`src/rtl/dep_exec_group.sv`:
```
module dep_exec_group #(
  parameter int N_OP  = 3,
  parameter int N_TOK = 3,
  parameter int LW    = 8,
  parameter logic [N_OP*N_TOK-1:0] NEED = 9'b111_001_011,
  parameter logic [N_OP*LW-1:0]    LAT  = {8'd2, 8'd3, 8'd0}
) (
  input  logic                  clk,
  input  logic                  rst_n,
  input  logic [N_OP*N_TOK-1:0] tok_in,
  input  logic [N_OP-1:0]       done_in,
  output logic [N_OP-1:0]       req_o,
  output logic [N_OP-1:0]       gnt_o,
  output logic [N_OP-1:0]       start_o,
  output logic [N_OP-1:0]       tok_o
);
  localparam int IW = (N_OP > 1) ? $clog2(N_OP) : 1;

  typedef enum logic [1:0] {S_IDLE, S_REQ, S_RUN, S_DONE} st_t;

  logic [N_OP-1:0] fin;
  logic            own_vld;
  logic [IW-1:0]   own_idx;
  logic [IW-1:0]   pick_idx;
  logic [N_OP-1:0] pick_vec;

  // lowest index wins among requesters
  always_comb begin
    pick_idx = '0;
    pick_vec = '0;
    for (int k = N_OP - 1; k >= 0; k--) begin
      if (req_o[k]) begin
        pick_idx = IW'(k);
        pick_vec = '0;
        pick_vec[k] = 1'b1;
      end
    end
  end

  // grant held by the owner until completion
  assign gnt_o = own_vld ? ({{(N_OP-1){1'b0}}, 1'b1} << own_idx) : pick_vec;

  always_ff @(posedge clk) begin
    if (!rst_n) begin
      own_vld <= 1'b0;
      own_idx <= '0;
    end else if (own_vld && fin[own_idx]) begin
      own_vld <= 1'b0;
    end else if (|start_o) begin
      own_vld <= 1'b1;
      own_idx <= pick_idx;
    end
  end

  for (genvar g = 0; g < N_OP; g++) begin : g_op
    localparam logic [N_TOK-1:0] MASK = NEED[g*N_TOK +: N_TOK];
    localparam logic [LW-1:0]    L    = LAT[g*LW +: LW];

    st_t              st;
    logic [N_TOK-1:0] coll;
    logic [N_TOK-1:0] tk;
    logic [N_TOK-1:0] seen;

    assign tk         = tok_in[g*N_TOK +: N_TOK];
    assign seen       = coll | tk;
    assign req_o[g]   = (st == S_REQ);
    assign start_o[g] = req_o[g] & gnt_o[g];
    assign tok_o[g]   = (st == S_DONE);

    if (L == '0) begin : g_hs
      assign fin[g] = (st == S_RUN) & done_in[g];
    end else begin : g_cnt
      logic [LW-1:0] cnt;
      assign fin[g] = (st == S_RUN) && (cnt == LW'(1));
      always_ff @(posedge clk) begin
        if (!rst_n)                          cnt <= '0;
        else if (start_o[g])                 cnt <= L;
        else if (st == S_RUN && cnt != '0)   cnt <= cnt - LW'(1);
      end
    end

    always_ff @(posedge clk) begin
      if (!rst_n) begin
        st   <= S_IDLE;
        coll <= '0;
      end else begin
        case (st)
          S_IDLE: begin
            coll <= seen;
            if ((seen & MASK) == MASK) st <= S_REQ;
          end
          S_REQ: begin
            if (gnt_o[g]) begin
              st   <= S_RUN;
              coll <= tk;
            end else begin
              coll <= seen;
            end
          end
          S_RUN: begin
            coll <= seen;
            if (fin[g]) st <= S_DONE;
          end
          default: begin
            coll <= seen;
            st   <= S_IDLE;
          end
        endcase
      end
    end
  end
endmodule

```
`config.mk`:
```
export PLATFORM = sky130hd
export DESIGN_NAME = dep_exec_group
export DESIGN_NICKNAME = d
export VERILOG_FILES = /design/src/rtl/dep_exec_group.sv
export SDC_FILE = /design/constraint.sdc
export NUM_CORES = 1
export LEC_CHECK = 0
export ABC_AREA = 1
export BUFFER_PORTS_ARGS = -buffer_cell sky130_fd_sc_hd__buf_2
export CORE_MARGIN = 2
export CORE_UTILIZATION = 50
export DETAILED_ROUTE_END_ITERATION = 16
export HOLD_SLACK_MARGIN = 0.06
export PLACE_DENSITY = 0.8
export SYNTH_ARGS = -nofsm -noshare
export SYNTH_HDL_FRONTEND = slang
export SYNTH_SLANG_ARGS = --single-unit
```
`constraint.sdc`:
```
create_clock -name clk -period 4.18 [get_ports clk]
set_input_delay 0.418 -clock clk [delete_from_list [all_inputs] [get_ports clk]]
set_output_delay 0.418 -clock clk [all_outputs]
set_load 0.02 [all_outputs]
```
==> impl_metrics.ini <==
[clocking]
cts.reportedPaths.clkPinSlew_ps = 60
cts_hold_buf = 0
cts_tree = built
numCtsBuffers = 5
clk_latency_ps = 290
cts_max_path_buffers = 2
htreeDepth = 2
cts_setup_buffers = 0
ctsResizeCount = 0
cts_sinks = 31
clk_root_buffer_cell = clkbuf_8

[yosys]
synth_seq_cells = 31
synth-edff-count = 0
synthFlopType = dfxtp_1
synth_common_cells = inv_1 (44), nand2_1 (43), nor2_1 (39)
yosysWarnings = 0
syn_nets = 306
syn_area_per_cell_um2 = 7.058
yosysTopAreaCellShare_pct = 32.21
syn_area_um2 = 1927
synth_most_common_cell = inv_1
synthArstFlopShare_pct = 0
ys_types = 30
yosys.area.top_type = dfxtp_1
synth.area.top_cells = dfxtp_1 (32%), ha_1 (12%), inv_1 (8.6%), nand2_1 (8.4%), nor2_1 (7.6%)
synth_cells = 273
seq_area_frac_synth_pct = 32.21

[place]
gp_congestion = 0.8548
hpwlAfterDp_um = 2825
numPortBuffers = 20
place_inst = 339

[pwr]
vdd_drop_max_v = 0.0003996
powerDensity_nw_per_um2 = 783.1
power_leakage_nw = 1.075

[global_route]
grt_max_degree = 18
antenna_found_initial = 0
gr-total-overflow = 0
gr-usage-all-layers_pct = 19.17
grt_pass1_wl_um = 6313
grt_pass1_vias = 1520

[critical_path]
cp.required_ps = 3760
critPathMaxFanout = 7
r2r_cells = 10
path_class = reg2out
arrival_ps = 1730
start_kind = flop
end_kind = output pin

[routing]
wl_per_cell_um = 10.68
drt_first_iter_violations = 61
drt.antenna.violating_nets = 0
firstDrtPassIters = 4
drcViolationCount = 0
viasPerCell = 4.850
routed_wl_um = 3705
num_vias = 1683

[floorplanning]
dieArea_um2 = 4367
core_um2 = 3689
initial_core_util_pct = 52.24
io_pins = 26
row_count = 22
die_x_um = 66.08
die_h_um = 66.08

[sta]
hold_viol_final = 0
fin_setup_tns_ps = 0
fmax_mhz = 465.3
relSlewSlack_pct = 76.98
tightestPinTransition_ps = 345.2
finalSetupViolCount = 0
timing.final.crit_share_pct = 51.42
slew_violations = 0
fin_skew_ps = 3.489
min_period_ps = 2149
rsz0062_at_grt = false

[flow_run]
cap_violations = 0

[finish]
drive_above_1_share_pct = 18.06
area_delta_synth_final_pct = 13.05
stdcell_count = 347
nNetsFinal = 331
n_antenna_cell = 0
fin_util_pct = 59.06

[run_status]
status = finished clean

[hold_path]
holdCritPathClass = in2reg
hold_depth = 3
## area by class of cell
cell class | count | area [µm²]
Tap cell | 48 | 60.06
Timing Repair Buffer | 20 | 100.1
Fill cell | 363 | 1510
Sequential cell | 31 | 620.6
Inverter | 49 | 183.9
Clock buffer | 8 | 100.1
Multi-Input combinational cell | 191 | 1114
## placed cells by master, fill, tap and decap left out
cell type / n
nand3_2: 2
nor3b_1: 1
nand4_1: 3
a21oi_4: 1
xor2_1: 4
nand2_4: 1
clkbuf_1: 1
o21ai_1: 2
nand3b_1: 3
nor2_2: 1
nor3_1: 4
buf_2: 20
nor2_4: 2
nor2_1: 39
o21ai_0: 13
inv_2: 5
inv_1: 44
ha_1: 19
o21bai_1: 2
nand3_1: 12
nand2_1: 43
clkbuf_8: 7
nor3_2: 1
or2_2: 3
dfxtp_1: 31
a21boi_0: 1
o21ai_2: 1
a21oi_2: 1
nand2_2: 9
o211ai_1: 5
a21oi_1: 18
## power breakdown
part           total, mW  switching, mW  internal (mW)
combinational      0.954          0.602          0.352
sequential         0.489         0.0928          0.396
clock              0.263          0.113          0.150
## worst max-delay path: stages (launching register included)
cell	delay (ps)
dfxtp_1	400
inv_1	100
ha_1	260
nor2_1	160
nand2_1	80
nand2_2	90
nand2_2	130
inv_1	70
buf_2	150
## routing by layer
metal  vias to the layer above  routed length, µm  GRT usage, %
met2                        22               1777         32.88
met1                       742               1733         22.11
met4                         0                 65         7.653
met5                         -                  0             0
met3                         6                128         5.792
li1                        913                  -             -
## kinds of logic (layout without fill, tap and decap cells)
| group | after synthesis | count (layout) | synth area share, % |
|---|---|---|---|
| fa+ha+maj | 19 | 19 | 12.34 |
| xor+xnor | 4 | 4 | 1.818 |
| compound gates | 44 | 44 | 13.44 |
| flops | 31 | 31 | 32.21 |
| buf+inv | 51 | 77 | 10.00 |
| simple gates | 124 | 124 | 30.19 |
## final timing paths
check,start,to,slack (ps)
max,g_op[1].st[1],start_o[2],2030
min,tok_in[3],g_op[1].coll[0],340
max reg2reg,g_op[2].st[1],own_vld,2500
min reg2reg,g_op[2].g_cnt.cnt[7],g_op[2].g_cnt.cnt[7],470
## per-stage QoR
stage          worst slack (ps)  total power, mW  cell area, µm²  hold WS, ps
6_report                   2031            1.706            2178        343.5
5_1_grt                    1856            1.890            2178        375.8
4_1_cts                    2004            1.719            2178        338.2
3_5_place_dp               2329            1.449            2078        461.3
3_3_place_gp               2364            1.418            2078        453.2
2_1_floorplan              2253            1.266            1927        443.5
## state kept, by name, summed over array words and instances, names as in the netlist
| register | cells |
|---|---|
| g_op.coll | 6 |
| g_op.st | 6 |
| own_vld | 1 |
| g_op.g_cnt.cnt | 16 |
| own_idx | 2 |
Note: power is estimated with default switching activity, not from simulation.
